===== config.mk =====
export PLATFORM = sky130hd
export DESIGN_NAME = cmd_mailbox
export DESIGN_NICKNAME = d
export VERILOG_FILES = /design/src/rtl/mbx_pkg.sv /design/src/rtl/mbx_cmd_chan.sv /design/src/rtl/mbx_reply_chan.sv /design/src/rtl/mbx_slave_port.sv /design/src/rtl/mbx_main_port.sv /design/src/rtl/cmd_mailbox.sv
export SDC_FILE = /design/constraint.sdc
export NUM_CORES = 1
export LEC_CHECK = 0
export BUFFER_PORTS_ARGS = -buffer_cell sky130_fd_sc_hd__buf_2
export CAP_MARGIN = 10
export CORE_MARGIN = 2
export CORE_UTILIZATION = 52
export CTS_CLUSTER_SIZE = 14
export DETAILED_ROUTE_END_ITERATION = 10
export GPL_ROUTABILITY_DRIVEN = 0
export PLACE_DENSITY_LB_ADDON = 0.08
export SLEW_MARGIN = 40
export SYNTH_ARGS = -nofsm -noshare
export SYNTH_HDL_FRONTEND = slang
export SYNTH_HIERARCHICAL = 1
export SYNTH_SLANG_ARGS = --single-unit

===== constraint.sdc =====
create_clock -name clk -period 3.16 [get_ports clk]
set_input_delay 0.474 -clock clk [delete_from_list [all_inputs] [get_ports clk]]
set_output_delay 0.474 -clock clk [all_outputs]
set_load 0.01 [all_outputs]

===== src/rtl/mbx_pkg.sv =====
package mbx_pkg;

  localparam int unsigned STAT_W = 3;

  typedef struct packed {
    logic overrun;
    logic reply_valid;
    logic cmd_pending;
  } mbx_status_t;

  // Pending flag: a new command write takes priority over a clearing read.
  function automatic logic pend_next(input logic cur, input logic set_ev,
                                     input logic clr_ev);
    if (set_ev) return 1'b1;
    if (clr_ev) return 1'b0;
    return cur;
  endfunction

  // Overrun: a write that lands on a pending command latches the flag.
  function automatic logic ovr_next(input logic cur, input logic pend,
                                    input logic set_ev, input logic clr_ev);
    if (set_ev) return pend | (cur & ~clr_ev);
    if (clr_ev) return 1'b0;
    return cur;
  endfunction

  function automatic mbx_status_t make_status(input logic pend,
                                              input logic rvalid,
                                              input logic ovr);
    mbx_status_t s;
    s.cmd_pending = pend;
    s.reply_valid = rvalid;
    s.overrun     = ovr;
    return s;
  endfunction

endpackage


===== src/rtl/mbx_cmd_chan.sv =====
module mbx_cmd_chan #(
  parameter int unsigned DW = 8
) (
  input  logic          clk,
  input  logic          rst_n,
  input  logic          wr_ev,
  input  logic [DW-1:0] wdata,
  input  logic          clr_ev,
  output logic [DW-1:0] cmd_q,
  output logic          pend_q,
  output logic          ovr_q
);
  import mbx_pkg::*;

  always_ff @(posedge clk) begin
    if (!rst_n) begin
      cmd_q  <= '0;
      pend_q <= 1'b0;
      ovr_q  <= 1'b0;
    end else begin
      if (wr_ev) cmd_q <= wdata;
      pend_q <= pend_next(pend_q, wr_ev, clr_ev);
      ovr_q  <= ovr_next(ovr_q, pend_q, wr_ev, clr_ev);
    end
  end
endmodule


===== src/rtl/mbx_reply_chan.sv =====
module mbx_reply_chan #(
  parameter int unsigned DW = 8
) (
  input  logic          clk,
  input  logic          rst_n,
  input  logic          wr_ev,
  input  logic [DW-1:0] wdata,
  input  logic          rd_ev,
  output logic [DW-1:0] reply_q,
  output logic          valid_q
);
  import mbx_pkg::*;

  always_ff @(posedge clk) begin
    if (!rst_n) begin
      reply_q <= '0;
      valid_q <= 1'b0;
    end else begin
      if (wr_ev) reply_q <= wdata;
      valid_q <= pend_next(valid_q, wr_ev, rd_ev);
    end
  end
endmodule


===== src/rtl/mbx_slave_port.sv =====
module mbx_slave_port #(
  parameter int unsigned        DW        = 8,
  parameter int unsigned        AW        = 8,
  parameter logic [AW-1:0]      STAT_ADDR = 8'h26,
  parameter logic [AW-1:0]      DATA_ADDR = 8'h27,
  parameter logic [AW-1:0]      IEN_ADDR  = 8'h28
) (
  input  logic                       clk,
  input  logic                       rst_n,
  input  logic                       sel,
  input  logic                       wr,
  input  logic [AW-1:0]              addr,
  input  logic [DW-1:0]              wdata,
  input  logic [mbx_pkg::STAT_W-1:0] status,
  input  logic [DW-1:0]              cmd,
  output logic [DW-1:0]              ien_q,
  output logic                       stat_rd_ev,
  output logic                       reply_wr_ev,
  output logic [DW-1:0]              rdata
);
  import mbx_pkg::*;

  localparam int unsigned PAD_W = DW - STAT_W;

  logic          rd_ev;
  logic          ien_wr_ev;
  logic [DW-1:0] rd_mux;

  assign rd_ev       = sel & ~wr;
  assign stat_rd_ev  = rd_ev & (addr == STAT_ADDR);
  assign reply_wr_ev = sel & wr & (addr == DATA_ADDR);
  assign ien_wr_ev   = sel & wr & (addr == IEN_ADDR);

  always_comb begin
    if (addr == STAT_ADDR)      rd_mux = {{PAD_W{1'b0}}, status};
    else if (addr == DATA_ADDR) rd_mux = cmd;
    else if (addr == IEN_ADDR)  rd_mux = ien_q;
    else                        rd_mux = '0;
  end

  always_ff @(posedge clk) begin
    if (!rst_n) begin
      ien_q <= '0;
      rdata <= '0;
    end else begin
      if (ien_wr_ev) ien_q <= wdata;
      if (rd_ev)     rdata <= rd_mux;
    end
  end
endmodule


===== src/rtl/mbx_main_port.sv =====
module mbx_main_port #(
  parameter int unsigned   DW       = 8,
  parameter int unsigned   AW       = 1,
  parameter logic [AW-1:0] DATA_OFS = 1'b0,
  parameter logic [AW-1:0] STAT_OFS = 1'b1
) (
  input  logic                       clk,
  input  logic                       rst_n,
  input  logic                       sel,
  input  logic                       wr,
  input  logic [AW-1:0]              addr,
  input  logic [mbx_pkg::STAT_W-1:0] status,
  input  logic [DW-1:0]              reply,
  output logic                       cmd_wr_ev,
  output logic                       reply_rd_ev,
  output logic [DW-1:0]              rdata
);
  import mbx_pkg::*;

  localparam int unsigned PAD_W = DW - STAT_W;

  logic          rd_ev;
  logic [DW-1:0] rd_mux;

  assign rd_ev       = sel & ~wr;
  assign cmd_wr_ev   = sel & wr & (addr == DATA_OFS);
  assign reply_rd_ev = rd_ev & (addr == DATA_OFS);

  always_comb begin
    if (addr == DATA_OFS)      rd_mux = reply;
    else if (addr == STAT_OFS) rd_mux = {{PAD_W{1'b0}}, status};
    else                       rd_mux = '0;
  end

  always_ff @(posedge clk) begin
    if (!rst_n)     rdata <= '0;
    else if (rd_ev) rdata <= rd_mux;
  end
endmodule


===== src/rtl/cmd_mailbox.sv =====
module cmd_mailbox #(
  parameter int unsigned DW   = 8,
  parameter int unsigned M_AW = 1,
  parameter int unsigned S_AW = 8
) (
  input  logic            clk,
  input  logic            rst_n,
  input  logic            m_sel,
  input  logic            m_wr,
  input  logic [M_AW-1:0] m_addr,
  input  logic [DW-1:0]   m_wdata,
  output logic [DW-1:0]   m_rdata,
  input  logic            s_sel,
  input  logic            s_wr,
  input  logic [S_AW-1:0] s_addr,
  input  logic [DW-1:0]   s_wdata,
  output logic [DW-1:0]   s_rdata,
  output logic            intr
);
  import mbx_pkg::*;

  // Named internal events, also observed by the bound checker.
  logic          cmd_wr_ev;
  logic          stat_rd_ev;
  logic          reply_wr_ev;
  logic          reply_rd_ev;
  logic          pend_q;
  logic          ovr_q;
  logic          rvalid_q;
  logic          ien_bit;
  logic [DW-1:0] cmd_q;
  logic [DW-1:0] reply_q;
  logic [DW-1:0] ien_q;
  mbx_status_t   status;

  assign status  = make_status(pend_q, rvalid_q, ovr_q);
  assign ien_bit = ien_q[0];
  assign intr    = pend_q & ien_bit;

  mbx_cmd_chan #(.DW(DW)) u_cmd (
    .clk(clk), .rst_n(rst_n), .wr_ev(cmd_wr_ev), .wdata(m_wdata),
    .clr_ev(stat_rd_ev), .cmd_q(cmd_q), .pend_q(pend_q), .ovr_q(ovr_q)
  );

  mbx_reply_chan #(.DW(DW)) u_reply (
    .clk(clk), .rst_n(rst_n), .wr_ev(reply_wr_ev), .wdata(s_wdata),
    .rd_ev(reply_rd_ev), .reply_q(reply_q), .valid_q(rvalid_q)
  );

  mbx_slave_port #(.DW(DW), .AW(S_AW)) u_sport (
    .clk(clk), .rst_n(rst_n), .sel(s_sel), .wr(s_wr), .addr(s_addr),
    .wdata(s_wdata), .status(status), .cmd(cmd_q), .ien_q(ien_q),
    .stat_rd_ev(stat_rd_ev), .reply_wr_ev(reply_wr_ev), .rdata(s_rdata)
  );

  mbx_main_port #(.DW(DW), .AW(M_AW)) u_mport (
    .clk(clk), .rst_n(rst_n), .sel(m_sel), .wr(m_wr), .addr(m_addr),
    .status(status), .reply(reply_q), .cmd_wr_ev(cmd_wr_ev),
    .reply_rd_ev(reply_rd_ev), .rdata(m_rdata)
  );
endmodule


* Yosys cells after proc, flatten, opt, wreduce, memory -nomap -nowiden
Index checks and enable logic that the tools add are counted.
** Cells by class
- Add/subtract/negate cells :: 0
- Multipliers :: 0
- Div/mod/pow operators :: 0
- Order comparisons :: 0
- Equal/unequal tests :: 3
- Shift-type cells :: 0
- Mux-type cells :: 26
- Bitwise gates (word level) :: 16
- Reduce and logical (&&, ||, !) cells :: 2
** Operators by type and width (count)
- $mux 8 :: 4
- $eq 8x6->1 const B :: 3
- $mux 1 :: 22
- $and 1x1->1 :: 11
- $not 1->1 :: 4
- $reduce_bool 2->1 :: 2
- $or 1x1->1 :: 1
** Storage, ports and cells
- Bits in registers :: 43
- Latch bits :: 0
- Memory bits (writable) :: 0
- Memory bits (read-only) :: 0
- Bits of input ports :: 31
- Output and inout bits :: 17
- Logic and storage cells :: 55
- Memories :: 0

* Longest topological paths before layout
- Depth after elaboration :: 10
- Depth in mapped cells :: 7
- Gate-level depth less buffers :: 5

* Modules after synthesis
The synthesis kept the hierarchy.
** By module, submodules not included
- mbx_slave_port :: instances 1, cells each 84, area an instance 792.0 µm², sequential area each 320.3 µm²
- mbx_cmd_chan :: instances 1, cells each 32, area an instance 372.9 µm², sequential area each 200.2 µm²
- mbx_main_port :: instances 1, cells each 39, area an instance 370.4 µm², sequential area each 160.2 µm²
- mbx_reply_chan :: instances 1, cells each 28, area an instance 335.3 µm², sequential area each 180.2 µm²
- cmd_mailbox :: instances 1, cells each 1, area an instance 6.3 µm², sequential area each 0.0 µm²

* Worst setup path after synthesis
No wires, ideal clock.
- Path type :: input port to flip-flop
- From :: input s_addr[3]
- To :: register u_reply.reply_q[0]
- Setup time :: 116 ps
- Data arrival time :: 1424 ps
- Data required time :: 3044 ps
- Setup slack :: 1620 ps
- Cell stages on the path :: 7
- Path buffers :: 2
- Path through :: and4b_1 clkbuf_1 nand2_1 nor2_1 buf_6 mux2i_1 nor2b_1
** Between the ends
- Cells in the longest elaborated chain, start to end :: 2
** Ends and longest elaborated chain
- start, declared :: RTL line cmd_mailbox.sv:15 : input logic [S_AW-1:0] s_addr,
- $eq 8x6->1 :: RTL line mbx_slave_port.sv:31 : assign reply_wr_ev = sel & wr & (addr == DATA_ADDR);
- $and 1x1->1 :: RTL line mbx_slave_port.sv:31
- via reply_wr_ev :: RTL line cmd_mailbox.sv:25 : logic reply_wr_ev;
- end signal, assigned :: RTL line mbx_reply_chan.sv:19 : if (wr_ev) reply_q <= wdata;
- end, declared :: RTL line mbx_reply_chan.sv:9 : output logic [DW-1:0] reply_q,
The timed path passes the listed nets, and every way through them passes these cells.
A chain may end at the register's enable or synchronous reset.

* Worst setup path after layout
- From :: input s_addr[7]
- To :: register u_reply.reply_q[5]
Same word-level chain as after synthesis.

==> run summary <==
Post-Syn Area = 1880 um2
clk buf depth = 2
Mapped Cells = 184
Post-Synthesis Net Count = 215
Skew-Pair Late Insertion Delay = 0.36 ns
Overall Global Routing Usage = 19.3%
nets@finish = 261
Die W = 64.1 um
most numerous cell in the Yosys netlist = dfxtp_1
maximum operating frequency = 605 MHz
Max-Cap Viols = 0
Worst slew margin = 60.0%
Post-CTS Hold Fix Bufs = 0
Clk pin slew, worst setup/hold paths = 0.13 ns
DR iter-0 viols = 80
Hold Startpoint = s_wdata[3]
Final Cell Area = 2190 um2
placed cell area = 2100 um2
Commonest cells post-synth = dfxtp_1 (43), nand2_1 (29), mux2i_1 (27), nor2b_1 (20), a22oi_1 (8)
Detailed Route WL = 3.82 mm
Layout area overhead = 16.6%
Core Rows = 21
first-pass GRT wire length = 6.09 mm
CP endpoint kind = flop
final setup violating endpoints = 0
ANT cells = 0
Final Hold Viols = 0
Post-CTS Setup Inserts = 0
CP Data Required Time = 3.41 ns
Inserted Clock Buffers = 5
Reg2Reg Launch Point = u_cmd/cmd_q[1]$_SDFFE_PN0P_
top_reg_cell synth = dfxtp_1
# port buffers = 47
post-route core utilization = 64.6%
Yosys reg bits = 43
Netlist cell types = 32
Async S/R FF share, synth = 0%
DIE AREA = 4110 um2
PwrDens = 446 nW/um2
Initial Utilization = 55.4%
H-Tree Level Count = 2
Avg Cell Area, Syn = 10.2 um2
Die Height = 64.1 um
vias post-DR = 1462
hpwl dp = 2.84 mm
Tmin final = 1.65 ns
DR WL/cell = 13.8 um
Core Box Area = 3390 um2
RSZ-0062 raised after global routing = no
number of global-route vias before repair = 1345
yosys warns = 6
Worst Setup Start Kind = input pin
register area share after synthesis = 45.9%
Remaining DRCs = 0
Setup CP Type = input pin to flop
CTS resizes = 0
P_leak = 0.863 nW
worst hold-check path type = input pin to flop
Slew @ Worst Pin = 0.595 ns
mean number of vias per cell = 5.28
Worst Path Arrival = 1.90 ns
Max Slew Vio Count = 0
total gr overflow = 0
TritonCTS clock tree = built
crit-path max FO = 9
I/O pin cnt = 48
clk root buf = clkbuf_4
Yosys top cell by area = dfxtp_1
run status = finished, final reports clean
initial antenna violation count = 0
final period utilization = 52.3%
ANT nets after route = 0
crit path from = s_addr[7]
final setup TNS = 0 ns
top post-synthesis cells by area = dfxtp_1 (46%), mux2i_1 (14%), nor2b_1 (6.7%)
DR pass1 iterations = 4
VDD IR-drop max = 0.219 mV
Setup WS pre-CTS = 0.948 ns
Post-synth EDFFs = 0
share of layout cells above drive strength 1 = 29.0%
clk sinks = 43
largest net degree at the start of global routing = 49
Final Skew = 0.0150 ns
top-area cell type share of the netlist area = 45.9%
Worst Slack Setup Final = 1.51 ns
-- path summary, 6_finish.rpt --
check / depth (start not counted) / slack [ns] / to
max: 6 / 1.51 / u_reply/reply_q[5]$_SDFFE_PN0P_
min: 3 / 0.35 / u_sport/ien_q[3]$_SDFFE_PN0P_
max reg2reg: 3 / 2.26 / u_sport/rdata[1]$_SDFFE_PN0N_
min reg2reg: 2 / 0.47 / u_sport/ien_q[7]$_SDFFE_PN0P_
-- critical path, stage by stage --
cell and delay [ns]:
buf_2 0.09, nor3b_1 0.33, nand2_1 0.16, nor2_2 0.49, mux2i_1 0.27, nor2b_1 0.07
-- sequential cells by signal (all words and copies together) (netlist names) --
name and cells:
u_reply/valid_q 1, u_cmd/cmd_q 8, u_sport/rdata 8, u_reply/reply_q 8, u_cmd/pend_q 1, u_mport/rdata 8, u_cmd/ovr_q 1, u_sport/ien_q 8
-- placed cells by master (no fill, tap or decap), types with 2 or more instances in the layout --
| master | count |
|---|---|
| o21a_1 | 2 |
| a22oi_1 | 8 |
| o2bb2ai_1 | 5 |
| o22ai_2 | 5 |
| o31ai_1 | 3 |
| dfxtp_1 | 43 |
| mux2i_1 | 27 |
| inv_1 | 3 |
| clkbuf_4 | 5 |
| and3b_2 | 2 |
| nor2b_1 | 19 |
| a21oi_1 | 3 |
| buf_2 | 47 |
| nand2_1 | 29 |
| or2b_1 | 3 |
| o211ai_1 | 3 |
| nor2_1 | 3 |
| o21ai_0 | 3 |
-- kinds of logic (layout without fill, tap and decap cells) --
kind of cell    count (synthesis)  in the layout  share of synthesized area, %
simple gates                   68             68                          20.7
mux                            27             27                          14.4
buf+inv                        12             59                          4.60
compound gates                 34             34                          14.5
flops                          43             43                          45.9
-- cell type report --
cell class | instances | area (um2)
well taps | 46 | 57.6
multi-input cells | 129 | 935
flip-flops and latches | 43 | 861
clock buffers | 5 | 37.5
fillers | 287 | 1200
repair buffers | 48 | 243
inverters | 3 | 11.3
clock inverters | 3 | 43.8
-- stage by stage --
step	cells	hold slack, ns	total power [mW]
after floorplan	184	0.434	0.605
after global placement	269	0.448	0.638
after detailed placement	269	0.447	0.640
after CTS	277	0.341	0.985
after global routing	277	0.343	1.02
final	277	0.353	0.977
-- per-layer routing --
metal  track usage, %  up-vias  wire, um
met5                0        -         0
met4             8.97        0        70
met3             4.40        7       221
met2             30.9       41      1830
met1             24.7      675      1690
li1                 -      739         -
-- power by group --
group | internal [mW] | leakage, nW | switching [mW]
clock network | 0.167 | 0.0452 | 0.181
logic | 0.0346 | 0.470 | 0.0413
registers | 0.549 | 0.347 | 0.00401
total | 0.750 | 0.863 | 0.227
Power figures use the tool's default switching activity.
